==> src/rtl/gk_pkg.sv <==
package gk_pkg;
  // index of the two edge pulse generators
  typedef enum int {
    EDGE_RISE = 0,
    EDGE_FALL = 1
  } edge_idx_e;

  localparam int NUM_EDGE = 2;
endpackage

==> src/rtl/gk_hyst_det.sv <==
module gk_hyst_det #(
  parameter int SAMPLE_W = 16,
  parameter int HI_TH    = 2000,
  parameter int LO_TH    = 100
) (
  input  logic                       clk,
  input  logic                       rst_n,
  input  logic                       en,
  input  logic signed [SAMPLE_W-1:0] sample,
  output logic                       level,
  output logic                       rise,
  output logic                       fall
);
  localparam logic signed [SAMPLE_W-1:0] HI_S = SAMPLE_W'(HI_TH);
  localparam logic signed [SAMPLE_W-1:0] LO_S = SAMPLE_W'(LO_TH);

  logic lvl_q;
  logic lvl_d;

  // next level: set at or above the high threshold, clear at or below the low one
  always_comb begin
    lvl_d = lvl_q;
    if (sample >= HI_S) begin
      lvl_d = 1'b1;
    end else if (sample <= LO_S) begin
      lvl_d = 1'b0;
    end
  end

  always_ff @(posedge clk or negedge rst_n) begin
    if (!rst_n) begin
      lvl_q <= 1'b0;
    end else if (en) begin
      lvl_q <= lvl_d;
    end
  end

  assign level = lvl_d & en | lvl_q & ~en;
  assign rise  = en & lvl_d & ~lvl_q;
  assign fall  = en & ~lvl_d & lvl_q;
endmodule

==> src/rtl/gk_len_scale.sv <==
module gk_len_scale #(
  parameter int CNT_W   = 24,
  parameter int MOD_W   = 4,
  parameter int LEN_MIN = 48,
  parameter int LEN_MAX = 480000
) (
  input  logic        [CNT_W-1:0] base,
  input  logic signed [MOD_W-1:0] mod,
  output logic        [CNT_W-1:0] len
);
  localparam int SHMAX = 1 << (MOD_W - 1);
  localparam int WIDE  = CNT_W + SHMAX;
  localparam logic [CNT_W-1:0] MIN_C = CNT_W'(LEN_MIN);
  localparam logic [CNT_W-1:0] MAX_C = CNT_W'(LEN_MAX);

  logic [CNT_W-1:0] base_c;
  logic [MOD_W-1:0] mag;
  logic [WIDE-1:0]  up;
  logic [CNT_W-1:0] down;

  always_comb begin
    if (base < MIN_C) begin
      base_c = MIN_C;
    end else if (base > MAX_C) begin
      base_c = MAX_C;
    end else begin
      base_c = base;
    end
  end

  assign mag  = mod[MOD_W-1] ? MOD_W'(-mod) : MOD_W'(mod);
  assign up   = {{SHMAX{1'b0}}, base_c} << mag;
  assign down = base_c >> mag;

  always_comb begin
    if (!mod[MOD_W-1]) begin
      if (|up[WIDE-1:CNT_W]) begin
        len = '1;
      end else begin
        len = up[CNT_W-1:0];
      end
    end else begin
      if (down == '0) begin
        len = CNT_W'(1);
      end else begin
        len = down;
      end
    end
  end
endmodule

==> src/rtl/gk_countdown.sv <==
module gk_countdown #(
  parameter int CNT_W = 24
) (
  input  logic             clk,
  input  logic             rst_n,
  input  logic             en,
  input  logic             clear,
  input  logic             start,
  input  logic [CNT_W-1:0] load,
  output logic             busy
);
  logic [CNT_W-1:0] cnt_q;
  logic [CNT_W-1:0] cnt_d;
  logic [CNT_W-1:0] dec;

  assign dec = (cnt_q == '0) ? '0 : cnt_q - CNT_W'(1);

  // start keeps the larger of what is left and a fresh load
  always_comb begin
    if (clear) begin
      cnt_d = '0;
    end else if (start) begin
      cnt_d = (dec > load) ? dec : load;
    end else begin
      cnt_d = dec;
    end
  end

  always_ff @(posedge clk or negedge rst_n) begin
    if (!rst_n) begin
      cnt_q <= '0;
    end else if (en) begin
      cnt_q <= cnt_d;
    end
  end

  assign busy = (cnt_q != '0);
endmodule

==> src/rtl/trig_flipgate.sv <==
module trig_flipgate #(
  parameter int SAMPLE_W   = 16,
  parameter int HI_TH      = 2000,
  parameter int LO_TH      = 100,
  parameter int CNT_W      = 24,
  parameter int MOD_W      = 4,
  parameter int LEN_MIN    = 48,
  parameter int LEN_MAX    = 480000,
  parameter int TRIG_TICKS = 48
) (
  input  logic                       clk,
  input  logic                       rst_n,
  input  logic                       tick,
  input  logic                       bypass,
  input  logic signed [SAMPLE_W-1:0] gate_smp,
  input  logic signed [SAMPLE_W-1:0] rst_smp,
  input  logic                       rst_btn,
  input  logic        [CNT_W-1:0]    len_base,
  input  logic signed [MOD_W-1:0]    len_mod,
  output logic                       trig_rise,
  output logic                       trig_fall,
  output logic                       flip,
  output logic                       flop,
  output logic                       gate_out
);
  import gk_pkg::*;

  localparam logic [CNT_W-1:0] TRIG_LOAD = CNT_W'(TRIG_TICKS);

  logic [1:0]          rst_pipe;
  logic                rst_i_n;
  logic                run;
  logic                g_level;
  logic                g_rise;
  logic                g_fall;
  logic                r_level;
  logic                r_rise_unused;
  logic                r_fall_unused;
  logic                rst_any;
  logic [CNT_W-1:0]    gate_len;
  logic                gate_busy;
  logic [NUM_EDGE-1:0] edge_hit;
  logic [NUM_EDGE-1:0] edge_busy;
  logic                flip_q;
  logic                flip_d;

  // asynchronous assert, synchronous release
  always_ff @(posedge clk or negedge rst_n) begin
    if (!rst_n) begin
      rst_pipe <= '0;
    end else begin
      rst_pipe <= {rst_pipe[0], 1'b1};
    end
  end
  assign rst_i_n = rst_pipe[1];

  assign run = tick & ~bypass;

  gk_hyst_det #(.SAMPLE_W(SAMPLE_W), .HI_TH(HI_TH), .LO_TH(LO_TH)) gate_det_i (
    .clk(clk), .rst_n(rst_i_n), .en(run), .sample(gate_smp),
    .level(g_level), .rise(g_rise), .fall(g_fall)
  );

  gk_hyst_det #(.SAMPLE_W(SAMPLE_W), .HI_TH(HI_TH), .LO_TH(LO_TH)) rst_det_i (
    .clk(clk), .rst_n(rst_i_n), .en(run), .sample(rst_smp),
    .level(r_level), .rise(r_rise_unused), .fall(r_fall_unused)
  );

  assign rst_any = r_level | rst_btn;

  gk_len_scale #(.CNT_W(CNT_W), .MOD_W(MOD_W), .LEN_MIN(LEN_MIN), .LEN_MAX(LEN_MAX)) scale_i (
    .base(len_base), .mod(len_mod), .len(gate_len)
  );

  assign edge_hit[EDGE_RISE] = g_rise;
  assign edge_hit[EDGE_FALL] = g_fall;

  for (genvar e = 0; e < NUM_EDGE; e++) begin : g_edge
    gk_countdown #(.CNT_W(CNT_W)) pulse_i (
      .clk(clk), .rst_n(rst_i_n), .en(run), .clear(1'b0),
      .start(edge_hit[e]), .load(TRIG_LOAD), .busy(edge_busy[e])
    );
  end

  gk_countdown #(.CNT_W(CNT_W)) gate_tmr_i (
    .clk(clk), .rst_n(rst_i_n), .en(run), .clear(rst_any),
    .start(g_rise), .load(gate_len), .busy(gate_busy)
  );

  always_comb begin
    flip_d = flip_q;
    if (rst_any) begin
      flip_d = 1'b1;
    end else if (g_rise) begin
      flip_d = ~flip_q;
    end
  end

  always_ff @(posedge clk or negedge rst_i_n) begin
    if (!rst_i_n) begin
      flip_q <= 1'b1;
    end else if (run) begin
      flip_q <= flip_d;
    end
  end

  assign trig_rise = edge_busy[EDGE_RISE] & ~bypass;
  assign trig_fall = edge_busy[EDGE_FALL] & ~bypass;
  assign flip      = flip_q & ~bypass;
  assign flop      = ~flip_q & ~bypass;
  assign gate_out  = gate_busy & ~bypass;
endmodule

==> config.mk <==
export PLATFORM = sky130hd
export DESIGN_NAME = trig_flipgate
export DESIGN_NICKNAME = d
export VERILOG_FILES = /design/src/rtl/gk_pkg.sv /design/src/rtl/gk_hyst_det.sv /design/src/rtl/gk_len_scale.sv /design/src/rtl/gk_countdown.sv /design/src/rtl/trig_flipgate.sv
export SDC_FILE = /design/constraint.sdc
export NUM_CORES = 1
export LEC_CHECK = 0
export BUFFER_PORTS_ARGS = -buffer_cell sky130_fd_sc_hd__clkbuf_2
export CAP_MARGIN = 20
export CORE_MARGIN = 3
export CORE_UTILIZATION = 40
export CTS_CLUSTER_SIZE = 24
export DETAILED_ROUTE_END_ITERATION = 8
export SLEW_MARGIN = 0
export SYNTH_ARGS = -nofsm -noshare
export SYNTH_HDL_FRONTEND = slang
export SYNTH_HIERARCHICAL = 1
export SYNTH_SLANG_ARGS = --single-unit
export TNS_END_PERCENT = 1
==> constraint.sdc <==
create_clock -name clk -period 2.8 [get_ports clk]
set_input_delay 0.28 -clock clk [delete_from_list [all_inputs] [get_ports clk]]
set_output_delay 0.28 -clock clk [all_outputs]
set_load 0.05 [all_outputs]
======== Yosys cells after proc, flatten, opt, wreduce, memory -nomap -nowiden ========
Cells that the tools add are included.
operators by class
  shifts and indexed selects .............. 2
  multiply operators ...................... 0
  magnitude comparators ................... 9
  reduce and logical (&&, ||, !) cells .... 10
  divide/modulo/power cells ............... 0
  bitwise operators ....................... 19
  add/sub/neg operators ................... 4
  mux-type cells .......................... 22
  equal/unequal tests ..................... 0
operator list
  kind                                                             number
  2-to-1 mux 24 bit                                                15
  logical NOT 24 bit                                               4
  nonzero test 24 bit                                              3
  subtractor 24 x 1 -> 24 bit, second input constant               3
  greater-than comparator 24 x 6 -> 1 bit, second input constant   2
  >= comparator 16 x 12 -> 1 bit, second input constant            2
  less-or-equal comparator 16 x 8 -> 1 bit, second input constant  2
  left shift 24 x 4 -> 32 bit                                      1
  greater-than comparator 24 x 19 -> 1 bit, second input constant  1
  greater-than comparator 24 bit                                   1
  less-than comparator 24 x 6 -> 1 bit, second input constant      1
  right shift 24 x 4 -> 24 bit                                     1
  AND 1 bit                                                        12
  OR reduction 8 bit                                               1
  2-to-1 mux 1 bit                                                 6
  NOT 1 bit                                                        5
  2-to-1 mux 4 bit                                                 1
  negation 4 bit                                                   1
  OR 1 bit                                                         2
  AND reduction 2 bit                                              1
  nonzero test 2 bit                                               1
word-level totals
  bits in latches ......................... 0
  bits in writable memories ............... 0
  memory bits (read-only) ................. 0
  memories kept ........................... 0
  register bits after elaboration ......... 77
  input port bits ......................... 65

======== Depth between registers and ports, before layout ========
  word-level depth ........................ 11
  mapped depth ............................ 25
  mapped depth without buffers ............ 21

======== Hierarchy ========
The synthesis kept the hierarchy.
by module, submodules not included
  module                                 seq. area each (µm²)  area an instance (µm²)  times used  cells an instance
  gk_countdown at g_edge[0].pulse_i ...  600.6                 2468.6                  2           295
  gk_countdown at gate_tmr_i             600.6                 2469.9                  1           282
  gk_len_scale                           0.0                   2397.3                  1           422
  gk_hyst_det                            25.0                  120.1                   2           16
  trig_flipgate                          76.3                  148.9                   1           15

======== Least setup slack after synthesis ========
No wires, ideal clock.
  path kind ............................... in2reg
  start ................................... input len_mod[0]
  end ..................................... register gate_tmr_i.cnt_q[4]
  required time ........................... 2.659 ns
  arrival ................................. 5.204 ns
  path buffers ............................ 7
  stages on the path ...................... 25
  setup time .............................. 0.141 ns
  setup slack ............................. -2.545 ns
  cells stage by stage .................... clkbuf_1 > inv_1 > clkbuf_1 > ha_1 > mux2_2 > buf_1 > buf_1 > clkbuf_1 > clkbuf_1 > o21ai_0 > o21ai_0 > nor2_1 > a21oi_1 > o22ai_1 > a22oi_1 > inv_1 > ha_1 > and2_1 > a221o_1 > a221oi_2 > o211ai_2 > o21ai_4 > buf_12 > mux2i_1 > o22ai_1
on the way
  cells in the longest elaborated chain, start to end .. 10
  elaborated cells between the ends (all ways) .. 13
ends and longest elaborated chain
  what                                                                         line                                    text
  start, declared                                                              trig_flipgate.sv:19                     input logic signed [MOD_W-1:0] len_mod,
  negation 4 bit                                                               gk_len_scale.sv:31                      assign mag = mod[MOD_W-1] ? MOD_W'(-mod) : MOD_W'(mod);
  2-to-1 mux 4 bit (*)                                                         gk_len_scale.sv:31
  right shift 24 x 4 -> 24 bit or left shift 24 x 4 -> 32 bit (tied branches)  gk_len_scale.sv:33, gk_len_scale.sv:32
  logical NOT 24 bit or OR reduction 8 bit (tied branches)                     gk_len_scale.sv:43, gk_len_scale.sv:37
  2-to-1 mux 24 bit, on equally long branches                                  gk_len_scale.sv:43, gk_len_scale.sv:37
  2-to-1 mux 24 bit (*)                                                        gk_len_scale.sv:36                      if (!mod[MOD_W-1]) begin
  net gate_len[11]                                                             trig_flipgate.sv:40                     logic [CNT_W-1:0] gate_len;
  greater-than comparator 24 bit (*)                                           gk_countdown.sv:23                      cnt_d = (dec > load) ? dec : load;
  2-to-1 mux 24 bit (*)                                                        gk_countdown.sv:23
  2-to-1 mux 24 bit (*)                                                        gk_countdown.sv:22                      end else if (start) begin
  2-to-1 mux 24 bit (*)                                                        gk_countdown.sv:20                      if (clear) begin
  end signal, assigned                                                         gk_countdown.sv:33                      cnt_q <= cnt_d;
  end, declared                                                                gk_countdown.sv:12                      logic [CNT_W-1:0] cnt_q;
Mark *: on every way through the listed nets, which the timed path passes. The rest lies on a longest branch.
A chain may end at the register's enable or synchronous reset.

======== Final worst setup path ========
  start ................................... input len_base[15]
  end ..................................... register gate_tmr_i.cnt_q[15]
on the way
  cells in the longest elaborated chain, start to end .. 11
  elaborated cells between the ends (all ways) .. 15
ends and longest elaborated chain
  what                                                                         line                                    text
  start, declared                                                              trig_flipgate.sv:18                     input logic [CNT_W-1:0] len_base,
  greater-than comparator 24 x 19 -> 1 bit                                     gk_len_scale.sv:24                      end else if (base > MAX_C) begin
  2-to-1 mux 24 bit                                                            gk_len_scale.sv:24
  2-to-1 mux 24 bit (*)                                                        gk_len_scale.sv:22                      if (base < MIN_C) begin
  right shift 24 x 4 -> 24 bit or left shift 24 x 4 -> 32 bit (tied branches)  gk_len_scale.sv:33, gk_len_scale.sv:32
  logical NOT 24 bit or OR reduction 8 bit (tied branches)                     gk_len_scale.sv:43, gk_len_scale.sv:37
  2-to-1 mux 24 bit, on equally long branches                                  gk_len_scale.sv:43, gk_len_scale.sv:37
  2-to-1 mux 24 bit (*)                                                        gk_len_scale.sv:36
  net gate_len[9]                                                              trig_flipgate.sv:40
  greater-than comparator 24 bit (*)                                           gk_countdown.sv:23
  2-to-1 mux 24 bit (*)                                                        gk_countdown.sv:23
  2-to-1 mux 24 bit (*)                                                        gk_countdown.sv:22
  2-to-1 mux 24 bit (*)                                                        gk_countdown.sv:20
Marks and branches as above.

==> run metrics <==
status finished with violations; violated checks negative setup slack; startpoint types input pin; Die X 166 um; Syn Inst Count 1338; FP Rows 57; worst slew pin tran 0.906 ns; Skew-Pair Late Insertion Delay 0.36 ns; fin. max-slew vios 0; DP HPWL 27500 um; Die Ht 166 um; die footprint 27400 um^2; DRC Markers 0; CTS tree done; Fmax 0.211 GHz; clk slew on worst S/H paths 0.07 ns; Pwr Density 1510 nW/um^2; placer congestion estimate 0.937; Slew Limit Headroom 39.0%; slowest cell on the critical path o41a_1; Final period util 169%; Synth warnings 6; Setup CP Type input pin to flip-flop; Final min period 4.73 ns; I/O pin cnt 70; RSZ-0062 raised after global routing yes; drt total wl 35600 um; Layout Nets 1978; total global routing overflow 0; DRT antenna net count 0; input/output buffers 69; Initial Util 41.2%; Crit path required time 3.02 ns; Area Growth Syn to Fin 44.4%; total number of vias 12100; first-pass GRT wire length 57700 um; Max FO, Critical Path 6; Seq. cell area 1930 um^2; setup tns final -96.59 ns; H-tree depth 3; Pleak 6.73 nW; synthesized cell area 10200 um^2; Filler Cells Inserted 2298; vias in the first global route 11800; ANT cells 0; drt initial violations 954; largest net degree at the start of global routing 47; HP Class input pin to async pin; CORE AREA 24700 um^2; CP Cell Sequence clkbuf_2 -> and4bb_2 -> a221oi_4 -> o21a_2 -> buf_4 -> o21ai_0 -> a211oi_1 -> a21oi_2 -> nand4b_1 -> o41a_1 -> buf_4 -> nor2_4 -> a21oi_2 -> inv_1 -> ha_1 -> a21o_1 -> a221o_1 -> a221oi_4 -> o211ai_2 -> o21ai_4 -> buf_12 -> clkbuf_16 -> mux2i_1 -> o22ai_1; Num CTS Buffers 9; routed vias/inst 5.57; Design Power 22.2 mW; CTS root buf clkbuf_16; CTS sink cnt 77; GRT Util Overall 26.0%; Final WS setup -1.93 ns; arrival time worst endpoint 4.95 ns; 1st-pass router iterations 5; crit end category flip-flop; Layout Skew 0.0126 ns; initial antenna violation count 0; area of the multi-input gates 7920 um^2; # Max-Cap Violations 0; syn avg cell area 7.61 um^2; VDD IR-drop max 1.93 mV; WL per Instance 16.4 um; share of layout cells above drive strength 1 33.3%; final setup fails 72; CP peak stage delay 0.47 ns; CTS max path bufs 2; Hold WS 0.236 ns; Hold Vio Cnt, Final 0
-- worst paths after layout --
| path | endpoint | from | cells after the start | slack, ns |
|---|---|---|---|---|
| worst max-delay path | gate_tmr_i/cnt_q[15] | len_base[15] | 24 | -1.93 |
| min in group clk | gate_det_i/lvl_q | gate_smp[15] | 3 | 0.25 |
| worst min-delay path | rst_pipe[0] | rst_n | 2 | 0.24 |
| worst min register to register | gate_tmr_i/cnt_q[13] | rst_pipe[1] | 0 | 0.37 |
| max in group asynchronous | flip_q | rst_pipe[1] | 1 | 1.71 |
| worst max register to register | g_edge[1].pulse_i/cnt_q[14] | g_edge[1].pulse_i/cnt_q[17] | 13 | -1.24 |
-- stage by stage --
| stage | instances | utilization, % | cell area (um^2) | setup WS (ns) |
|---|---|---|---|---|
| 2_1_floorplan | 1423 | - | 10600 | -1.88 |
| 3_3_place_gp | 2135 | 56.8 | 14000 | -2.06 |
| 3_5_place_dp | 2135 | 56.8 | 14000 | -2.30 |
| 4_1_cts | 2157 | 58.7 | 14500 | -1.85 |
| 5_1_grt | 2163 | 59.5 | 14700 | -2.10 |
| 6_report | 2163 | 59.5 | 14700 | -1.93 |
-- sequential cells by signal (all words and copies together), names as in the netlist --
signal	flops
gate_tmr_i/cnt_q	24
rst_pipe	2
g_edge.pulse_i/cnt_q	48
flip_q	1
rst_det_i/lvl_q	1
gate_det_i/lvl_q	1
-- final cells by class --
| cell class | instances | area share (%) |
|---|---|---|
| Clock buffer | 12 | 1.75 |
| Clock inverter | 4 | 0.375 |
| Inverter | 118 | 3.03 |
| Multi-Input combinational cell | 1141 | 53.9 |
| Sequential cell | 77 | 13.1 |
| Tap cell | 324 | 2.76 |
| Timing Repair Buffer | 487 | 25.1 |
-- metal layers --
metal	GRT usage, %	part of all wire (%)	up-vias
met2	44.9	48	365
met4	7.41	2.3	0
li1	-	-	5951
met1	34.0	44	5670
met3	3.29	5.4	64
met5	0	0	-
-- cells in the final DEF (no fill, tap or decap), types with 8 or more instances in the layout --
master	count
nor3_1	30
o221ai_1	13
ha_1	77
conb_1	87
o22ai_1	31
o21ai_0	55
or4_1	8
nor2_1	108
xor2_1	16
nor4_1	25
nand4_1	58
nand3_1	34
o311ai_1	31
xnor2_1	39
buf_4	399
nand2_1	88
o211ai_1	20
clkbuf_16	11
clkbuf_2	67
nand3b_1	8
dfrtp_1	75
nor2b_1	15
nand2b_1	11
a32oi_1	37
a31oi_1	15
a21oi_2	8
buf_12	9
a21o_1	8
or4_4	9
inv_1	112
nor2_2	18
nor4_2	10
nor3_2	8
a21oi_1	85
mux2i_1	38
-- power by group --
part,internal [mW],switching (mW)
Sequential,1.54,0.326
Combinational,9.43,9.60
Clock,0.747,0.547
Total,11.7,10.5
-- critical path, delay by kind of cell --
kind / cells / cell delay (ns)
muxes: 1 / 0.19
and+or+nand+nor: 3 / 0.60
AOI/OAI and AO/OA: 13 / 2.85
adders and majority gates: 1 / 0.23
buffers and inverters: 6 / 0.77
-- timing repair --
| item | CTS | global route |
|---|---|---|
| hold buffers | 1 | 0 |
| pin swaps | 5 | 20 |
| resized for setup | 22 | 28 |
| endpoints found under the setup margin | 74 | 74 |
| setup buffers | 5 | 4 |
| cloned | 0 | 2 |
| endpoints found under the hold margin | 2 | 0 |
Power figures use the tool's default switching activity.
